**config.mk**
```make
export PLATFORM = sky130hd
export DESIGN_NAME = refill_engine
export DESIGN_NICKNAME = d
export VERILOG_FILES = /design/src/rtl/refill_pkg.sv /design/src/rtl/refill_seq.sv /design/src/rtl/refill_bank.sv /design/src/rtl/refill_beat.sv /design/src/rtl/refill_engine.sv
export SDC_FILE = /design/constraint.sdc
export NUM_CORES = 1
export LEC_CHECK = 0
export ABC_AREA = 1
export BUFFER_PORTS_ARGS = -buffer_cell sky130_fd_sc_hd__buf_2
export CORE_ASPECT_RATIO = 0.8
export CORE_MARGIN = 5
export CORE_UTILIZATION = 50
export CTS_CLUSTER_DIAMETER = 100
export DETAILED_ROUTE_END_ITERATION = 10
export PLACE_DENSITY = 0.75
export RECOVER_POWER = 100
export SLEW_MARGIN = 20
export SYNTH_ARGS = -nofsm -noshare
export SYNTH_HDL_FRONTEND = slang
export SYNTH_HIERARCHICAL = 1
export SYNTH_SLANG_ARGS = --single-unit
export TNS_END_PERCENT = 100
```
**constraint.sdc**
```tcl
create_clock -name clk -period 3.24 [get_ports clk]
set_input_delay 0.648 -clock clk [delete_from_list [all_inputs] [get_ports clk]]
set_output_delay 0.648 -clock clk [all_outputs]
set_load 0.01 [all_outputs]
```
**src/rtl/refill_pkg.sv**
```systemverilog
package refill_pkg;

  typedef enum logic [1:0] {
    ORG_NARROW1 = 2'd0,
    ORG_WIDE2   = 2'd1,
    ORG_WIDE4   = 2'd2,
    ORG_IL4     = 2'd3
  } org_e;

  typedef enum logic [1:0] {
    ST_IDLE,
    ST_ADDR,
    ST_ACCESS,
    ST_XFER
  } phase_e;

  // words delivered by one transfer for an organisation
  function automatic int unsigned org_width(org_e org, int unsigned words);
    case (org)
      ORG_WIDE2: return (words < 2) ? words : 2;
      ORG_WIDE4: return (words < 4) ? words : 4;
      default:   return 1;
    endcase
  endfunction

  // cycles from the accepting edge to the completing edge
  function automatic int unsigned refill_penalty(org_e org, int unsigned words,
                                                 int unsigned addr_c,
                                                 int unsigned acc_c,
                                                 int unsigned xfer_c);
    int unsigned beats;
    beats = words / org_width(org, words);
    if (org == ORG_IL4) return addr_c + acc_c + beats * xfer_c;
    return addr_c + beats * (acc_c + xfer_c);
  endfunction

  function automatic int unsigned max3(int unsigned a, int unsigned b, int unsigned c);
    int unsigned m;
    m = (a > b) ? a : b;
    return (m > c) ? m : c;
  endfunction

  // reset content of word 'lane' of stored line 'line'
  function automatic logic [31:0] seed_word(int unsigned line, int unsigned lane,
                                            int unsigned words);
    return 32'h5A5A_0000 + 32'(line * words + lane);
  endfunction

endpackage

```
**src/rtl/refill_seq.sv**
```systemverilog
module refill_seq
  import refill_pkg::*;
#(
  parameter org_e        ORG        = ORG_IL4,
  parameter int unsigned LINE_WORDS = 4,
  parameter int unsigned ADDR_W     = 8,
  parameter int unsigned LINE_AW    = 4,
  parameter int unsigned ADDR_CYC   = 1,
  parameter int unsigned ACCESS_CYC = 15,
  parameter int unsigned XFER_CYC   = 1
) (
  input  logic               clk,
  input  logic               rst_n,
  input  logic               start_i,
  input  logic [ADDR_W-1:0]  blk_addr_i,
  output logic               busy_o,
  output logic               accept_o,
  output logic               xfer_end_o,
  output logic               last_beat_o,
  output logic [((LINE_WORDS/org_width(ORG, LINE_WORDS)) > 1 ?
                 $clog2(LINE_WORDS/org_width(ORG, LINE_WORDS)) : 1)-1:0] beat_idx_o,
  output logic [LINE_AW-1:0] line_o
);

  localparam int unsigned WPB     = org_width(ORG, LINE_WORDS);
  localparam int unsigned NBEATS  = LINE_WORDS / WPB;
  localparam int unsigned BEAT_W  = (NBEATS > 1) ? $clog2(NBEATS) : 1;
  localparam int unsigned CNT_MAX = max3(ADDR_CYC, ACCESS_CYC, XFER_CYC);
  localparam int unsigned CNT_W   = $clog2(CNT_MAX + 1);
  localparam bit          OVERLAP = (ORG == ORG_IL4);

  phase_e             state_q;
  logic [CNT_W-1:0]   rem_q;
  logic [BEAT_W-1:0]  beat_q;
  logic [LINE_AW-1:0] line_q;

  phase_e             resume_state;
  logic [CNT_W-1:0]   resume_cnt;
  logic               phase_end;

  // after a non-final transfer: banks that overlap go straight to the next
  // word, the others open a fresh access
  generate
    if (OVERLAP) begin : g_overlap
      assign resume_state = ST_XFER;
      assign resume_cnt   = CNT_W'(XFER_CYC);
    end else begin : g_serial
      assign resume_state = ST_ACCESS;
      assign resume_cnt   = CNT_W'(ACCESS_CYC);
    end
  endgenerate

  assign accept_o    = (state_q == ST_IDLE) && start_i;
  assign phase_end   = (state_q != ST_IDLE) && (rem_q == CNT_W'(1));
  assign xfer_end_o  = (state_q == ST_XFER) && phase_end;
  assign last_beat_o = (beat_q == BEAT_W'(NBEATS - 1));
  assign busy_o      = (state_q != ST_IDLE);
  assign beat_idx_o  = beat_q;
  assign line_o      = line_q;

  always_ff @(posedge clk) begin
    if (!rst_n) begin
      state_q <= ST_IDLE;
      rem_q   <= '0;
      beat_q  <= '0;
      line_q  <= '0;
    end else begin
      case (state_q)
        ST_IDLE: begin
          if (start_i) begin
            state_q <= ST_ADDR;
            rem_q   <= CNT_W'(ADDR_CYC);
            beat_q  <= '0;
            line_q  <= blk_addr_i[LINE_AW-1:0];
          end
        end
        ST_ADDR: begin
          if (phase_end) begin
            state_q <= ST_ACCESS;
            rem_q   <= CNT_W'(ACCESS_CYC);
          end else begin
            rem_q <= rem_q - 1'b1;
          end
        end
        ST_ACCESS: begin
          if (phase_end) begin
            state_q <= ST_XFER;
            rem_q   <= CNT_W'(XFER_CYC);
          end else begin
            rem_q <= rem_q - 1'b1;
          end
        end
        default: begin
          if (phase_end) begin
            if (last_beat_o) begin
              state_q <= ST_IDLE;
              rem_q   <= '0;
            end else begin
              state_q <= resume_state;
              rem_q   <= resume_cnt;
              beat_q  <= beat_q + 1'b1;
            end
          end else begin
            rem_q <= rem_q - 1'b1;
          end
        end
      endcase
    end
  end

endmodule

```
**src/rtl/refill_bank.sv**
```systemverilog
module refill_bank #(
  parameter int unsigned WORD_W     = 32,
  parameter int unsigned LINE_AW    = 4,
  parameter int unsigned LANE       = 0,
  parameter int unsigned LINE_WORDS = 4
) (
  input  logic               clk,
  input  logic               rst_n,
  input  logic [LINE_AW-1:0] rd_line_i,
  output logic [WORD_W-1:0]  rd_data_o
);

  localparam int unsigned DEPTH = 1 << LINE_AW;

  logic [WORD_W-1:0] mem_q [DEPTH];

  // contents are loaded with a known pattern at reset and never rewritten
  always_ff @(posedge clk) begin
    if (!rst_n) begin
      for (int d = 0; d < DEPTH; d++) begin
        mem_q[d] <= WORD_W'(refill_pkg::seed_word(d, LANE, LINE_WORDS));
      end
    end
  end

  assign rd_data_o = mem_q[rd_line_i];

endmodule

```
**src/rtl/refill_beat.sv**
```systemverilog
module refill_beat #(
  parameter int unsigned LINE_WORDS = 4,
  parameter int unsigned WORD_W     = 32,
  parameter int unsigned WPB        = 1,
  parameter int unsigned BEAT_W     = 2
) (
  input  logic                         clk,
  input  logic                         rst_n,
  input  logic                         xfer_end_i,
  input  logic                         last_i,
  input  logic [BEAT_W-1:0]            beat_idx_i,
  input  logic [LINE_WORDS*WORD_W-1:0] lane_data_i,
  output logic                         beat_vld_o,
  output logic [LINE_WORDS-1:0]        beat_mask_o,
  output logic [LINE_WORDS*WORD_W-1:0] beat_data_o,
  output logic                         done_o
);

  logic [LINE_WORDS-1:0]        lane_hit;
  logic [LINE_WORDS*WORD_W-1:0] sel_data;

  generate
    for (genvar l = 0; l < LINE_WORDS; l++) begin : g_lane
      assign lane_hit[l] = (BEAT_W'(l / WPB) == beat_idx_i);
      assign sel_data[l*WORD_W +: WORD_W] =
        lane_hit[l] ? lane_data_i[l*WORD_W +: WORD_W] : '0;
    end
  endgenerate

  always_ff @(posedge clk) begin
    if (!rst_n) begin
      beat_vld_o  <= 1'b0;
      beat_mask_o <= '0;
      beat_data_o <= '0;
      done_o      <= 1'b0;
    end else begin
      beat_vld_o  <= xfer_end_i;
      beat_mask_o <= xfer_end_i ? lane_hit : '0;
      beat_data_o <= xfer_end_i ? sel_data : '0;
      done_o      <= xfer_end_i && last_i;
    end
  end

endmodule

```
**src/rtl/refill_engine.sv**
```systemverilog
module refill_engine
  import refill_pkg::*;
#(
  parameter org_e        ORG         = ORG_IL4,
  parameter int unsigned ADDR_W      = 8,
  parameter int unsigned WORD_W      = 32,
  parameter int unsigned LINE_WORDS  = 4,
  parameter int unsigned DEPTH_LINES = 16,
  parameter int unsigned ADDR_CYC    = 1,
  parameter int unsigned ACCESS_CYC  = 15,
  parameter int unsigned XFER_CYC    = 1
) (
  input  logic                         clk,
  input  logic                         rst_n,
  input  logic                         start_i,
  input  logic [ADDR_W-1:0]            blk_addr_i,
  output logic                         busy_o,
  output logic                         beat_vld_o,
  output logic [LINE_WORDS-1:0]        beat_mask_o,
  output logic [LINE_WORDS*WORD_W-1:0] beat_data_o,
  output logic                         done_o
);

  localparam int unsigned LINE_AW = $clog2(DEPTH_LINES);
  localparam int unsigned WPB     = org_width(ORG, LINE_WORDS);
  localparam int unsigned NBEATS  = LINE_WORDS / WPB;
  localparam int unsigned BEAT_W  = (NBEATS > 1) ? $clog2(NBEATS) : 1;
  localparam int unsigned PENALTY =
    refill_penalty(ORG, LINE_WORDS, ADDR_CYC, ACCESS_CYC, XFER_CYC);

  // named internal events, visible to the bound checker
  logic                         accept_w;
  logic                         xfer_end_w;
  logic                         last_w;
  logic [BEAT_W-1:0]            beat_idx_w;
  logic [LINE_AW-1:0]           line_w;
  logic [LINE_WORDS*WORD_W-1:0] lane_data_w;

  refill_seq #(
    .ORG        (ORG),
    .LINE_WORDS (LINE_WORDS),
    .ADDR_W     (ADDR_W),
    .LINE_AW    (LINE_AW),
    .ADDR_CYC   (ADDR_CYC),
    .ACCESS_CYC (ACCESS_CYC),
    .XFER_CYC   (XFER_CYC)
  ) u_seq (
    .clk         (clk),
    .rst_n       (rst_n),
    .start_i     (start_i),
    .blk_addr_i  (blk_addr_i),
    .busy_o      (busy_o),
    .accept_o    (accept_w),
    .xfer_end_o  (xfer_end_w),
    .last_beat_o (last_w),
    .beat_idx_o  (beat_idx_w),
    .line_o      (line_w)
  );

  generate
    for (genvar b = 0; b < LINE_WORDS; b++) begin : g_bank
      refill_bank #(
        .WORD_W     (WORD_W),
        .LINE_AW    (LINE_AW),
        .LANE       (b),
        .LINE_WORDS (LINE_WORDS)
      ) u_bank (
        .clk       (clk),
        .rst_n     (rst_n),
        .rd_line_i (line_w),
        .rd_data_o (lane_data_w[b*WORD_W +: WORD_W])
      );
    end
  endgenerate

  refill_beat #(
    .LINE_WORDS (LINE_WORDS),
    .WORD_W     (WORD_W),
    .WPB        (WPB),
    .BEAT_W     (BEAT_W)
  ) u_beat (
    .clk         (clk),
    .rst_n       (rst_n),
    .xfer_end_i  (xfer_end_w),
    .last_i      (last_w),
    .beat_idx_i  (beat_idx_w),
    .lane_data_i (lane_data_w),
    .beat_vld_o  (beat_vld_o),
    .beat_mask_o (beat_mask_o),
    .beat_data_o (beat_data_o),
    .done_o      (done_o)
  );

endmodule

```
==> summary.md, run 1 <==
| Metric | Value |
|---|---|
| DR pass1 iterations | 4 |
| Sequential fraction of design power | 41.1% |
| DRT iter0 DRCs | between 150 and 200 |
| Multi-input logic area | 0.001577 sq mm |
| Placed Cells | just over 900 |
| Mean area per synthesized cell | 8.794 sq um |
| H-tree depth | 4 |
| HP Class | in2reg |
| Switching power total | 1.226 mW |
| Clock Sinks | 146 |
| CP max FO | 100 |
| Synth unique cells | 23 |
| RSZ-0062 raised after global routing | false |
| Placed Area | 0.006060 sq mm |
| CTS Root Cell | clkbuf_16 |
| Setup TNS | 0 ps |
| Worst setup SP type | flip-flop |
| Crit path DAT | 2830 ps |
| GRT Total Usage | 14.65% |
| Post-Layout Cell Count | 946 |
| Post-synth EDFFs | 0 |
| Max-cap violations | 0 |
| Pwr dens | 721.0 mW/mm^2 |
| Status | finished clean |
| Sw Ratio | a little over a quarter |
| Vias in the first global route | roughly 3500 |
| Yosys warns | 6 |
| Final Wtd Congestion | between 0.8 and 0.9 |
| Initial Util | 51.00% |
| Comb power frac | 12.6% |
| Sequential-to-total area share from yosys stat | roughly half |
| FF/Latch Area | just under 0.003 sq mm |
| N_diodes | 0 |
| Fin crit period | 2521 ps |
| Nets | around 800 |
| DR WL/cell | around 11 um |
| I/O pin count | roughly 150 |
| Final Hold Violating Endpoints | 0 |
| IO Port Bufs | 141 |
| Layout area overhead | 10.20% |
| # hold bufs at CTS | 0 |
| Clock share of power | 46.3% |
| Row Count | 35 |
| Post-route clock skew | 10.34 ps |
| Power Internal | 3.441 mW |
| First-pass GRT wire length | 16360 um |
| Longest Clk Path Bufs | 2 |
| Share of cells above drive strength 1 | slightly below 9% |
| CP max stage delay | 630 ps |
| Die area | between 0.01 and 0.015 sq mm |
| Final setup fails | 0 |
| Post-CTS setup buffers | 0 |
| Worst-margin pin slew | around 1200 ps |
| Synth Flop Type | dfxtp_1 |
| CTS clock-pin slew for the worst setup and hold paths | 60 ps |
| Die height | 107.0 um |
| FF+latch count, synth | 146 |
| Largest net degree at the start of global routing | 101 |
| GRT overflow | 0 |
| Core Region | roughly 0.012 sq mm |
| Post-cts sizing count | 0 |
| Worst path most repeated cell | nor2_1 |
| Relative slew margins | 19.81% |
| Synthesized area | 0.005874 sq mm |
| Antenna violations before repair | 0 |
| Post-layout util | ~56% |
| Routed vias/inst | 3.833 |
| Number of fill cells | 1103 |
| Final Cycle Share | between 70% and 80% |
| Type of the worst setup path | reg2reg |
| CP cell instances | inv_1 > ha_1 > nor2_1 > nand2_1 > nor2_1 > nand2_4 > clkbuf_4 > nor3_1 |
| Fmax achieved | 396.7 MHz |
| Maximum vdd drop | 0.3718 mV |
| Slew Limit Fails | 0 |
| CTS tree | yes |
| Via Count | 3626 |
| Final WL | 9972 um |
| Data required, critical path | between 3000 and 4000 ps |
| Lkg Pwr | 2.868 nW |
| Syn Inst Count | about 670 |
| # DRC | 0 |
| Slowest stage cell, crit path | clkbuf_4 |
| FFs w/ async S/R, synth | 0% |
| Num CTS Buffers | 17 |
| Die X | between 100 and 150 um |
| Antenna-violating nets left | 0 |
| Post-DP HPWL | roughly 6700 um |
| Design area | 0.006474 sq mm |
| Clock Latency Late Sink | slightly above 400 ps |
| Setup crit end kind | flip-flop |
[per-stage QoR]
| step | total power [mW] | setup WS (ps) | hold WS (ps) |
|---|---|---|---|
| 2_1_floorplan | 2.593 | 1627 | 464.5 |
| 3_3_place_gp | 2.547 | 1064 | 492.2 |
| 3_5_place_dp | 2.554 | 939.2 | 495.8 |
| 4_1_cts | 4.727 | 892.2 | 482.9 |
| 5_1_grt | 4.907 | 456.7 | 487.0 |
| 6_report | 4.667 | 719.0 | 497.7 |
[registers in the layout, summed over array words and instances, names as in the netlist]
signal	count
u_seq/rem_q	4
u_seq/beat_idx_o	2
u_beat/beat_vld_o	1
u_seq/state_q	2
u_beat/beat_data_o	128
u_beat/beat_mask_o	4
u_beat/done_o	1
u_seq/line_o	4
[layout by cell type (no fill, tap or decap)]
cell	n
inv_2	2
o21ai_1	3
clkbuf_16	17
or2_2	2
buf_2	7
clkbuf_4	1
xnor2_1	1
nand2_4	1
clkinvlp_4	2
o21ai_0	7
conb_1	112
buf_4	4
nor3_2	18
bufinv_16	5
nor2_1	52
nand2_1	24
o21bai_2	1
inv_6	5
inv_1	145
dfxtp_1	146
nor3_1	79
or2_0	1
clkbuf_8	1
a21oi_1	8
clkinv_4	1
nand3b_1	1
clkinv_2	1
nand3_1	7
clkbuf_1	134
a31oi_1	1
ha_1	8
nand2_2	1
[critical path: cells and delay by family, from the launching register on]
family / cells / cell delay [ps]
flip-flops: 1 / 410
buffers and inverters: 2 / 720
adder cells (fa/ha/maj): 1 / 250
AND/OR/NAND/NOR: 5 / 1010
[cells by family after synthesis]
kind of cell | synth area share (%)
compound gates | 1.832
xor+xnor | 0.1491
fa+ha+maj | 1.704
buf+inv | 29.07
flops | 49.76
other cells | 0.5112
simple gates | 16.98
[Yosys cell counts (3+ instances only)]
cell type / count / area share (%)
buf_4: 128 / 16
a21oi_1: 8 / 0.68
buf_6: 12 / 2.3
dfxtp_1: 146 / 50
buf_2: 12 / 1.0
nand3_1: 7 / 0.60
ha_1: 8 / 1.7
o21ai_1: 3 / 0.26
inv_1: 143 / 9.1
nor3_2: 31 / 5.3
nand2_1: 25 / 1.6
nor3_1: 66 / 5.6
nor2_1: 52 / 3.3
o21ai_0: 7 / 0.60
inv_2: 4 / 0.26
conb_1: 8 / 0.51
[final cells by class]
class                      instances  share of cell area, %
clock buffer                      18                  6.784
clock inverter                    14                  3.440
timing repair buffer             146                  8.891
tap                              148                  2.860
multi-input combinational        327                  24.35
inverter                         147                  8.523
sequential                       146                  45.15
[power by group through the flow]
stage | clock network (mW) | logic [mW] | registers [mW]
after floorplan | 0 | 0.659 | 1.93
after global placement | 0 | 0.590 | 1.96
after detailed placement | 0 | 0.596 | 1.96
after CTS | 2.21 | 0.599 | 1.92
after global routing | 2.30 | 0.682 | 1.93
final | 2.16 | 0.589 | 1.92
[metal layers]
layer  routed length [um]  global-route usage, %  part of all wire (%)
met1                 4323                  16.79                    43
met2                 4673                  23.33                    47
met3                  870                  7.458                   8.7
met4                  105                  5.786                   1.1
met5                    0                      0                     0
[final timing paths]
| path | from | end | slack, ps | depth (start not counted) |
|---|---|---|---|---|
| max | u_seq/state_q[0] | u_beat/beat_data_o[84] | 720 | 8 |
| min | blk_addr_i[2] | u_seq/line_o[2] | 500 | 3 |
| max reg2reg | u_seq/state_q[0] | u_beat/beat_data_o[84] | 720 | 8 |
| min reg2reg | u_seq/rem_q[3] | u_seq/rem_q[3] | 500 | 2 |
Power figures use the tool's default switching activity.
==> inputs of run 2 (changes only) <==
==> constraint.sdc (replaced) <==
create_clock -name clk -period 2.57 [get_ports clk]
set_input_delay 0.514 -clock clk [delete_from_list [all_inputs] [get_ports clk]]
set_output_delay 0.514 -clock clk [all_outputs]
set_load 0.01 [all_outputs]
==> summary.md, run 2 (synthesis results as in run 1) <==
| Metric | Value |
|---|---|
| Worst path most repeated cell | nor2_1 |
| HP Class | in2reg |
| Data required, critical path | 2880 ps (-670 ps) |
| Antenna violations before repair | 0 (unchanged) |
| Num CTS Buffers | 17 (unchanged) |
| Design Power | 5.682 mW (+22%) |
| Layout area overhead | 9.478% |
| Worst setup SP type | flip-flop |
| Final WL | 9821 um (-1.5%) |
| Final Cycle Share | 79.29% (+1.5 points) |
| Initial Util | 51.00% (unchanged) |
| Fin crit period | 2038 ps (-483.2 ps) |
| Final setup fails | 0 (unchanged) |
| Worst hold path depth | 3 (unchanged) |
| DR WL/cell | 10.38 um (-1.5%) |
| Relative slew margins | 36.43% (+17 points) |
| Post-route clock skew | 5.232 ps (-5.111 ps) |
| Via Count | 3674 (+1.3%) |
| CTS clock-pin slew for the worst setup and hold paths | 60 ps (about the same) |
| CP max FO | 100 (unchanged) |
| Top sig layer | met4 |
| Most frequent cells in the layout | dfxtp_1 (146), inv_1 (145), clkbuf_1 (134), conb_1 (112), nor3_1 (79) |
| Post-CTS setup buffers | 0 (unchanged) |
| Critical path startpoint | u_seq/state_q[0] |
| Lkg Pwr | 2.850 nW (-0.61%) |
| Routed met1 length | 4380 um (+1.3%) |
| DRT iter0 DRCs | 135 (-22%) |
| Fmax achieved | 490.7 MHz (+24%) |
| Post-cts sizing count | 0 (unchanged) |
| Nets | 804 (unchanged) |
| Commonest non-fill, non-tap cell in the layout | dfxtp_1 |
| Setup crit end kind | flip-flop |
| Final Hold Violating Endpoints | 0 (unchanged) |
| Top reg by flops | u_beat/beat_data_o |
| Setup TNS | 0 ps (unchanged) |
| CTS tree | yes |
| # hold bufs at CTS | 0 (unchanged) |
| Longest Clk Path Bufs | 2 (unchanged) |
| CP max stage delay | 430 ps (-200 ps) |
| R2r worst-path depth | 8 (unchanged) |
| Reg2Reg Launch Point | u_seq/state_q[0] |
| # DRC | 0 (unchanged) |
| Share of cells above drive strength 1 | 8.647% (unchanged) |
| Clock Latency Late Sink | 400 ps (about the same) |
| Routed vias/inst | 3.884 (+1.3%) |
| Die area | 0.01403 sq mm (unchanged) |
| Post-layout util | 55.84% (-0.37 points) |
| Hold_sp | blk_addr_i[2] |
| Crit path DAT | 2340 ps (-490 ps) |
| WL met3 | 820 um (-5.7%) |
| First-pass GRT wire length | 16090 um (-1.6%) |
| N_diodes | 0 (unchanged) |
| Hold path endpoint | u_seq/line_o[2] |
| Die X | 131.2 um (unchanged) |
| Max-cap violations | 0 (unchanged) |
| Worst-margin pin slew | 951.2 ps (-251.6 ps) |
| Status | finished clean |
| Worst reg-to-reg setup slack | 530 ps (-190 ps) |
| RSZ-0062 raised after global routing | false |
| Pwr dens | 883.5 mW/mm^2 (+23%) |
| GRT Total Usage | 14.12% (-0.53 points) |
| Type of the worst setup path | reg2reg |
| Vias in the first global route | 3412 (-1.5%) |
| Final Wtd Congestion | 0.8018 (+0.17%) |
| IO Port Bufs | 141 (unchanged) |
| Die height | 107.0 um (unchanged) |
| DR pass1 iterations | 4 (unchanged) |
| R2R Path End | u_beat/beat_data_o[121] |
| I/O pin count | 146 (unchanged) |
| Largest net degree at the start of global routing | 101 (unchanged) |
| GRT overflow | 0 (unchanged) |
| Maximum vdd drop | 0.5769 mV (+55%) |
| Met2 wire length | 4552 um (-2.6%) |
| CTS Root Cell | clkbuf_16 |
| Antenna-violating nets left | 0 (unchanged) |
| Max FFs per register | 128 (unchanged) |
| Top delay family on crit path | simple AND/OR/NAND/NOR gates |
| Row Count | 35 (unchanged) |
| Slew Limit Fails | 0 (unchanged) |
| Slowest stage cell, crit path | dfxtp_1 |
| H-tree depth | 4 (unchanged) |
| Clock Sinks | 146 (unchanged) |
| Post-DP HPWL | 6505 um (-2.2%) |
| CP cell instances | inv_1 > ha_1 > nor2_1 > nand2_1 > nor2_1 > nand2_4 > buf_12 > nor3_1 |
| Core Region | 0.01152 sq mm (unchanged) |
| Worst Path Buf+Inv | 2 (unchanged) |
[run 2: cell types whose count changed in the layout (fill, tap and decap cells not counted), sizes merged]
cell and delta:
clkinv +4, inv -1, buf +1, clkbuf -2, bufinv -2
[run 2: where the power goes]
| part | internal [mW] | leakage (nW) | switching (mW) |
|---|---|---|---|
| sequential | 2.33 | 1.18 | 0.0880 |
| clock | 1.54 | 0.294 | 0.969 |
| combinational | 0.252 | 1.38 | 0.506 |
[run 2: how the worst max path moves through the flow]
stage / end / slack [ps] / cells after the start
global route: u_beat/beat_data_o[30] / 340 / 10
floorplan: u_beat/beat_data_o[96] / 960 / 9
CTS: busy_o / 580 / 4
detailed placement: u_beat/beat_data_o[92] / 620 / 8
global placement: u_beat/beat_data_o[52] / 660 / 8
finish: u_beat/beat_data_o[121] / 530 / 8
[run 2: stage by stage]
step           hold slack (ps)  instance area [sq um]  setup slack (ps)  instances
2_1_floorplan            464.5                   6265             957.2        772
3_3_place_gp             487.3                   6060             663.5        914
3_5_place_dp             501.9                   6060             623.3        914
4_1_cts                  343.2                   6666             580.9        946
5_1_grt                  360.0                   6431             343.9        946
6_report                 363.9                   6431             532.2        946
[run 2: layout make-up]
cell class                 count  area (sq um)
clock inverter                15         181.4
sequential                   146          2923
tap                          148         185.2
multi-input combinational    327          1577
clock buffer                  17         425.4
inverter                     147         551.8
timing repair buffer         146         588.1
fill                        1106          5086
[run 2: worst register-to-register path, stage by stage (launching register included)]
cell and delay, ps:
dfxtp_1 430, inv_1 90, ha_1 260, nor2_1 150
nand2_1 200, nor2_1 220, nand2_4 80, buf_12 240
nor3_1 270
[run 2: metal layers]
metal | up-vias | GRT usage [%]
met5 | - | 0
met4 | 0 | 4.228
met3 | 6 | 6.473
met2 | 103 | 22.61
li1 | 1973 | -
met1 | 1592 | 17.08
